==> config.mk <==
export PLATFORM = sky130hd
export DESIGN_NAME = edge_irq_gpio
export DESIGN_NICKNAME = d
export VERILOG_FILES = /design/src/rtl/eeg_pkg.sv /design/src/rtl/eeg_sync_edge.sv /design/src/rtl/eeg_w1c.sv /design/src/rtl/eeg_ctrl_regs.sv /design/src/rtl/eeg_pad.sv /design/src/rtl/edge_irq_gpio.sv
export SDC_FILE = /design/constraint.sdc
export NUM_CORES = 1
export LEC_CHECK = 0
export ABC_CLOCK_PERIOD_IN_PS = 3250
export BUFFER_PORTS_ARGS = -buffer_cell sky130_fd_sc_hd__buf_4
export CORE_ASPECT_RATIO = 0.5
export CORE_MARGIN = 8
export CORE_UTILIZATION = 46
export DETAILED_ROUTE_END_ITERATION = 8
export GPL_ROUTABILITY_DRIVEN = 0
export PLACE_DENSITY = 0.69
export SLEW_MARGIN = 10
export SYNTH_ARGS = -nofsm -noshare
export SYNTH_HDL_FRONTEND = slang
export SYNTH_SLANG_ARGS = --single-unit
export TNS_END_PERCENT = 100
==> constraint.sdc <==
create_clock -name clk -period 3.25 [get_ports clk]
set_clock_uncertainty 0.15 [all_clocks]
set_input_delay 0.65 -clock clk [delete_from_list [all_inputs] [get_ports clk]]
set_output_delay 0.65 -clock clk [all_outputs]
set_load 0.005 [all_outputs]
==> src/rtl/eeg_pkg.sv <==
`timescale 1ns/1ps
package eeg_pkg;
   localparam int REG_AW = 4;

   typedef enum logic [REG_AW-1:0] {
      A_MODE  = 4'd0,
      A_POL   = 4'd1,
      A_DIR   = 4'd2,
      A_ODRN  = 4'd3,
      A_DATA  = 4'd4,
      A_PMEN  = 4'd5,
      A_SMEN  = 4'd6,
      A_PMSTS = 4'd7,
      A_SMSTS = 4'd8,
      A_EVSTS = 4'd9
   } reg_addr_e;

   localparam int NUM_STS = 3;
endpackage

==> src/rtl/eeg_sync_edge.sv <==
`timescale 1ns/1ps
module eeg_sync_edge #(
   parameter int NUM_PINS    = 6,
   parameter int SYNC_STAGES = 2
) (
   input  logic                clk,
   input  logic                rst_n,
   input  logic [NUM_PINS-1:0] pin_i,
   output logic [NUM_PINS-1:0] sync_o,
   output logic [NUM_PINS-1:0] edge_o
);
   localparam int LAST = SYNC_STAGES - 1;

   for (genvar g = 0; g < NUM_PINS; g++) begin : g_pin
      logic [SYNC_STAGES-1:0] chain_q;
      logic                   prev_q;

      always_ff @(posedge clk or negedge rst_n) begin
         if (!rst_n) begin
            chain_q <= '0;
            prev_q  <= 1'b0;
         end else begin
            chain_q <= {chain_q[SYNC_STAGES-2:0], pin_i[g]};
            prev_q  <= chain_q[LAST];
         end
      end

      assign sync_o[g] = chain_q[LAST];
      assign edge_o[g] = chain_q[LAST] ^ prev_q;
   end
endmodule

==> src/rtl/eeg_w1c.sv <==
`timescale 1ns/1ps
module eeg_w1c #(
   parameter int WIDTH = 6
) (
   input  logic             clk,
   input  logic             rst_n,
   input  logic [WIDTH-1:0] set_i,
   input  logic             clr_we,
   input  logic [WIDTH-1:0] clr_mask,
   output logic [WIDTH-1:0] q
);
   logic [WIDTH-1:0] clr_eff;

   assign clr_eff = clr_we ? clr_mask : '0;

   always_ff @(posedge clk or negedge rst_n) begin
      if (!rst_n) q <= '0;
      else        q <= (q & ~clr_eff) | set_i;
   end
endmodule

==> src/rtl/eeg_ctrl_regs.sv <==
`timescale 1ns/1ps
module eeg_ctrl_regs
   import eeg_pkg::*;
#(
   parameter int NUM_PINS = 6
) (
   input  logic                clk,
   input  logic                rst_n,
   input  logic                wr,
   input  logic [REG_AW-1:0]   addr,
   input  logic [NUM_PINS-1:0] wdata,
   output logic [NUM_PINS-1:0] mode,
   output logic [NUM_PINS-1:0] pol,
   output logic [NUM_PINS-1:0] dir,
   output logic [NUM_PINS-1:0] odrn,
   output logic [NUM_PINS-1:0] dout,
   output logic [NUM_PINS-1:0] pmen,
   output logic [NUM_PINS-1:0] smen
);
   localparam int NUM_CTRL = 7;

   logic [NUM_PINS-1:0] ctrl_q [NUM_CTRL];

   for (genvar k = 0; k < NUM_CTRL; k++) begin : g_reg
      always_ff @(posedge clk or negedge rst_n) begin
         if (!rst_n)
            ctrl_q[k] <= '0;
         else if (wr && (addr == REG_AW'(k)))
            ctrl_q[k] <= wdata;
      end
   end

   assign mode = ctrl_q[A_MODE];
   assign pol  = ctrl_q[A_POL];
   assign dir  = ctrl_q[A_DIR];
   assign odrn = ctrl_q[A_ODRN];
   assign dout = ctrl_q[A_DATA];
   assign pmen = ctrl_q[A_PMEN];
   assign smen = ctrl_q[A_SMEN];
endmodule

==> src/rtl/eeg_pad.sv <==
`timescale 1ns/1ps
module eeg_pad #(
   parameter int NUM_PINS = 6
) (
   input  logic [NUM_PINS-1:0] mode,
   input  logic [NUM_PINS-1:0] pol,
   input  logic [NUM_PINS-1:0] dir,
   input  logic [NUM_PINS-1:0] odrn,
   input  logic [NUM_PINS-1:0] dout,
   output logic [NUM_PINS-1:0] pin_o,
   output logic [NUM_PINS-1:0] pin_oe
);
   for (genvar g = 0; g < NUM_PINS; g++) begin : g_drv
      logic lvl;
      logic drive;

      assign lvl   = dout[g] ^ pol[g];
      assign drive = dir[g] & ~mode[g];

      always_comb begin
         if (odrn[g]) begin
            pin_o[g]  = 1'b0;
            pin_oe[g] = drive & ~lvl;
         end else begin
            pin_o[g]  = lvl;
            pin_oe[g] = drive;
         end
      end
   end
endmodule

==> src/rtl/edge_irq_gpio.sv <==
`timescale 1ns/1ps
module edge_irq_gpio
   import eeg_pkg::*;
#(
   parameter int NUM_PINS    = 6,
   parameter int SYNC_STAGES = 2,
   parameter bit IRQ_REG     = 1'b1
) (
   input  logic                clk,
   input  logic                rst_n,
   input  logic [NUM_PINS-1:0] pin_i,
   output logic [NUM_PINS-1:0] pin_o,
   output logic [NUM_PINS-1:0] pin_oe,
   input  logic                reg_wr,
   input  logic                reg_rd,
   input  logic [REG_AW-1:0]   reg_addr,
   input  logic [NUM_PINS-1:0] reg_wdata,
   output logic [NUM_PINS-1:0] reg_rdata,
   output logic                reg_rvalid,
   output logic                pm_irq_n,
   output logic                sm_irq_n
);
   if (NUM_PINS < 1 || NUM_PINS > 32) begin : g_bad_pins
      $error("edge_irq_gpio: NUM_PINS must lie in 1..32");
   end
   if (SYNC_STAGES < 2) begin : g_bad_sync
      $error("edge_irq_gpio: SYNC_STAGES must be at least 2");
   end

   localparam logic [REG_AW-1:0] STS_ADDR [NUM_STS] = '{A_PMSTS, A_SMSTS, A_EVSTS};

   logic [NUM_PINS-1:0] sync_v;
   logic [NUM_PINS-1:0] edge_v;
   logic [NUM_PINS-1:0] mode, pol, dir, odrn, dout, pmen, smen;
   logic [NUM_PINS-1:0] sts [NUM_STS];
   logic [NUM_PINS-1:0] pm_sts, sm_sts, ev_sts;
   logic                pm_act, sm_act;
   logic [NUM_PINS-1:0] rd_mux;

   eeg_sync_edge #(
      .NUM_PINS    (NUM_PINS),
      .SYNC_STAGES (SYNC_STAGES)
   ) u_sync (
      .clk    (clk),
      .rst_n  (rst_n),
      .pin_i  (pin_i),
      .sync_o (sync_v),
      .edge_o (edge_v)
   );

   eeg_ctrl_regs #(
      .NUM_PINS (NUM_PINS)
   ) u_regs (
      .clk   (clk),
      .rst_n (rst_n),
      .wr    (reg_wr),
      .addr  (reg_addr),
      .wdata (reg_wdata),
      .mode  (mode),
      .pol   (pol),
      .dir   (dir),
      .odrn  (odrn),
      .dout  (dout),
      .pmen  (pmen),
      .smen  (smen)
   );

   for (genvar k = 0; k < NUM_STS; k++) begin : g_sts
      eeg_w1c #(
         .WIDTH (NUM_PINS)
      ) u_w1c (
         .clk      (clk),
         .rst_n    (rst_n),
         .set_i    (edge_v),
         .clr_we   (reg_wr && (reg_addr == STS_ADDR[k])),
         .clr_mask (reg_wdata),
         .q        (sts[k])
      );
   end

   assign pm_sts = sts[0];
   assign sm_sts = sts[1];
   assign ev_sts = sts[2];

   assign pm_act = |(pm_sts & pmen & mode);
   assign sm_act = |(sm_sts & smen & mode);

   if (IRQ_REG) begin : g_irq_ff
      always_ff @(posedge clk or negedge rst_n) begin
         if (!rst_n) begin
            pm_irq_n <= 1'b1;
            sm_irq_n <= 1'b1;
         end else begin
            pm_irq_n <= ~pm_act;
            sm_irq_n <= ~sm_act;
         end
      end
   end else begin : g_irq_comb
      assign pm_irq_n = ~pm_act;
      assign sm_irq_n = ~sm_act;
   end

   eeg_pad #(
      .NUM_PINS (NUM_PINS)
   ) u_pad (
      .mode   (mode),
      .pol    (pol),
      .dir    (dir),
      .odrn   (odrn),
      .dout   (dout),
      .pin_o  (pin_o),
      .pin_oe (pin_oe)
   );

   always_comb begin
      case (reg_addr)
         A_MODE:  rd_mux = mode;
         A_POL:   rd_mux = pol;
         A_DIR:   rd_mux = dir;
         A_ODRN:  rd_mux = odrn;
         A_DATA:  rd_mux = sync_v ^ pol;
         A_PMEN:  rd_mux = pmen;
         A_SMEN:  rd_mux = smen;
         A_PMSTS: rd_mux = pm_sts;
         A_SMSTS: rd_mux = sm_sts;
         A_EVSTS: rd_mux = ev_sts;
         default: rd_mux = '0;
      endcase
   end

   always_ff @(posedge clk or negedge rst_n) begin
      if (!rst_n) begin
         reg_rdata  <= '0;
         reg_rvalid <= 1'b0;
      end else begin
         reg_rvalid <= reg_rd;
         if (reg_rd) reg_rdata <= rd_mux;
      end
   end
endmodule

==> metrics.md <==
| Metric | Value |
|---|---|
| Vias per cell | 5.841 |
| Post-Synth Adder-Cell Area | 0% |
| M2 GR Usage | 25.41% |
| Fmax | 433.6 MHz |
| Mapped cell area | 4050 µm² |
| Number of flops mapped to enable cells by yosys | 0 |
| TritonCTS clock tree | done |
| Vias in the first global route | 2823 |
| Post-Synth XOR/XNOR Area | 3.676% |
| Cell Chain, Critical Path | buf_4 > nor3b_1 > nor2b_1 > mux2_2 |
| Static Leakage | 1.949 nW |
| Sequential area share after synthesis | 53.82% |
| RSZ-0062 raised after global routing | false |
| Worst vdd ir | 0.2516 mV |
| Most frequent cell after synthesis | dfrtp_1 |
| Most used routing layer | met2 |
| Critical Path Start | reg_addr[3] |
| Io pins | 41 |
| Crit-path slowest cell | nor2b_1 |
| Die footprint | 12250 µm² |
| Max stage delay on crit path | 0.73 ns |
| Setup repair bufs after CTS | 0 |
| Max Cap Violations | 0 |
| Crit path DAT | 2.38 ns |
| First-pass iteration count of the detailed router | 5 |
| Layout area overhead | 15.42% |
| Clk Latency, worst-skew pair | 0.34 ns |
| R2R cell count | 5 |
| CTS Hold Bufs | 0 |
| Largest family of logic cells by synthesized area | multiplexers |
| CP Launch Type | input port |
| Initial antenna violation count | 0 |
| Final worst setup slack | 0.9439 ns |
| All-Layer GR Usage | 16.77% |
| DPL Wire Length | 6.730 mm |
| Final core occ | 54.24% |
| Synth cell count leaders | dfrtp_1 (85), mux2_2 (46), nand2_1 (33) |
| Worst reg2reg setup slack | 1.49 ns |
| H-tree Lvls | 3 |
| Syn avg cell area | 11.98 µm² |
| Critical path depth in cells | 4 |
| Post-Route WL | 9.800 mm |
| PD cells | 638.9 nW/µm² |
| Synth cell types | 47 |
| Grt ovf | 0 |
| Slew Limit Fails | 0 |
| Final clock period utilization by the worst path | 70.96% |
| Switching part of the total | 26.83% |
| Routed WL per cell | 19.96 µm |
| Worst Setup EP | u_regs.odrn[0] |
| Global-route wire length before repair | 15.55 mm |
| Buf/Inv on CP | 1 |
| Dpl cells | 475 |
| Post-synth top area share | 52.52% |
| Syn Inst Count | 338 |
| Worst hold slack | 0.1982 ns |
| Synthesis-stage register bit count | 87 |
| Worst setup EP type | flop |
| Final setup violation count | 0 |
| Largest net degree at the start of global routing | 88 |
| Comb power frac | 19.2% |
| Share of cells above drive strength 1 | 29.95% |
| Die H | 82.35 µm |
| Min cycle time layout | 2.306 ns |
| Hold path cells | 0 |
| Core area | 8618 µm² |
| DRT iter0 DRCs | 371 |
| Non-filler instance count after layout | 491 |
| Net Count, Synth | 358 |
| R2r startpoint | u_regs.smen[4] |
| Worst-margin pin slew | 1.078 ns |
| Yosys warns | 0 |
| CP required | 3.32 ns |
| Nets | 389 |
| Ranking of synthesized cells by area | dfrtp_1 (53%), mux2_2 (13%), xor2_1 (3.5%), a21o_1 (3.3%), nand2_1 (3.1%) |
| Deepest clock path buffer count | 2 |
| Asr flop ratio synth | 100.0% |
| Psw | 0.0008011 W |
| Drt drc | 0 |
| Worst Hold Class | flop to flop |
| Clock-pin slew on the worst setup and hold paths | 0.06 ns |
| Relative slew slack | 28.10% |
| Post-synthesis simple-gate area fraction | 12.17% |
| Clk sink count | 87 |
| Worst r2r dst | reg_rdata[4] |
| Cts bufs inserted | 9 |
| Internal power | 0.002185 W |
| Top delay family on crit path | simple AND/OR/NAND/NOR gates |
| Initial Utilization | 46.99% |
| GRT met1 Usage | 22.94% |
| Cts repair resizes | 0 |
| Crit-path max FO | 21 |
| Die Wd | 148.7 µm |
| Grt met3 use | 4.405% |
| Main flop type after synthesis | dfrtp_1 |
| Sum Neg Setup Slack | 0 ns |
| Placement Setup Slack | 0.5939 ns |
| Clock power frac | 34.2% |
| Final ANT Viol Nets | 0 |
| Hold Violations, Final | 0 |
| Synth Area in Compound Gates | 11.62% |
| # diodes | 0 |
| Multiplexer area fraction after synthesis | 15.51% |
| Status | complete, no violations |
| Share of power burned in registers | 46.6% |
| Root Driver | clkbuf_16 |
| Vias | 2868 |
| Synth area leader | dfrtp_1 |
| Critical path class | input port to flop |
| Number of cell rows | 24 |
| I/O Buffers | 40 |
## layout by cell type (no fill, tap or decap), drive strengths merged, types with 2 or more instances in the layout
cell type  synthesis  routed
mux2              46      46
o21ai              9       9
xor2              16      16
nand2b            10      10
a21oi              9       9
a221oi             3       3
dfrtp             85      85
a22oi              6       6
buf               12      40
nor3               2       2
nand4b             2       2
mux4               4       4
inv                4       4
o211ai             2       2
nor2b             14      14
a311oi             2       2
o22ai              3       3
mux2i              2       2
a31oi              5       5
clkbuf             8      13
a22o               3       3
nand3              8       8
a211oi             2       2
nand2             33      33
dfstp              2       2
a21o              18      18
nor2               8       8
and3               6       6
a32oi              2       2
and2b              2       2
## logic make-up after synthesis
family / Yosys count
simple gates: 90
flops: 87
compound gates: 68
mux: 52
buf+inv: 24
xor+xnor: 17
## layer usage
layer | routed length [µm] | part of all wire, %
met1 | 4517 | 46
met2 | 4288 | 44
met3 | 831 | 8.5
met4 | 162 | 1.7
met5 | 0 | 0
## how the worst min path moves through the flow
| stage | from | to | slack (ns) |
|---|---|---|---|
| 6_report | u_sync.g_pin[2].chain_q[0] | u_sync.g_pin[2].chain_q[1] | 0.20 |
| 3_3_place_gp | u_sync.g_pin[2].chain_q[0] | u_sync.g_pin[2].chain_q[1] | 0.18 |
| 2_1_floorplan | u_sync.g_pin[0].chain_q[0] | u_sync.g_pin[0].chain_q[1] | 0.18 |
| 5_1_grt | u_sync.g_pin[2].chain_q[0] | u_sync.g_pin[2].chain_q[1] | 0.20 |
| 4_1_cts | u_sync.g_pin[2].chain_q[0] | u_sync.g_pin[2].chain_q[1] | 0.20 |
| 3_5_place_dp | u_sync.g_pin[2].chain_q[0] | u_sync.g_pin[2].chain_q[1] | 0.19 |
## registers in the layout (all words and copies together) (netlist names), 6 cells and up
name and count:
u_regs.pmen 6, u_regs.dir 6, u_regs.dout 6, reg_rdata 6
u_regs.mode 6, u_sync.g_pin.prev_q 6, g_sts.u_w1c.q 18, u_regs.smen 6
u_regs.odrn 6, u_regs.pol 6, u_sync.g_pin.chain_q 12
## final cells by class
| cell class | instances | area [µm²] |
|---|---|---|
| fill | 711 | 3944 |
| clock buffer | 13 | 250.2 |
| timing repair buffer | 40 | 300.3 |
| clock inverter | 3 | 42.54 |
| inverter | 4 | 15.01 |
| multi-input combinational | 227 | 1740 |
| sequential | 87 | 2180 |
| tap | 117 | 146.4 |
## power by group through the flow
stage,logic [W],clock network (W),registers [W]
2_1_floorplan,0.000355,0,0.00137
3_3_place_gp,0.000558,0,0.00140
3_5_place_dp,0.000575,0,0.00141
4_1_cts,0.000580,0.00104,0.00139
5_1_grt,0.000625,0.00109,0.00141
6_report,0.000574,0.00102,0.00139
## stage by stage
step | cell area (µm²) | power (W)
finish | 4674 | 0.002986
CTS | 4674 | 0.003012
floorplan | 4050 | 0.001721
detailed placement | 4382 | 0.001983
global placement | 4382 | 0.001956
global route | 4674 | 0.003129
(Power assumes the default switching activity.)
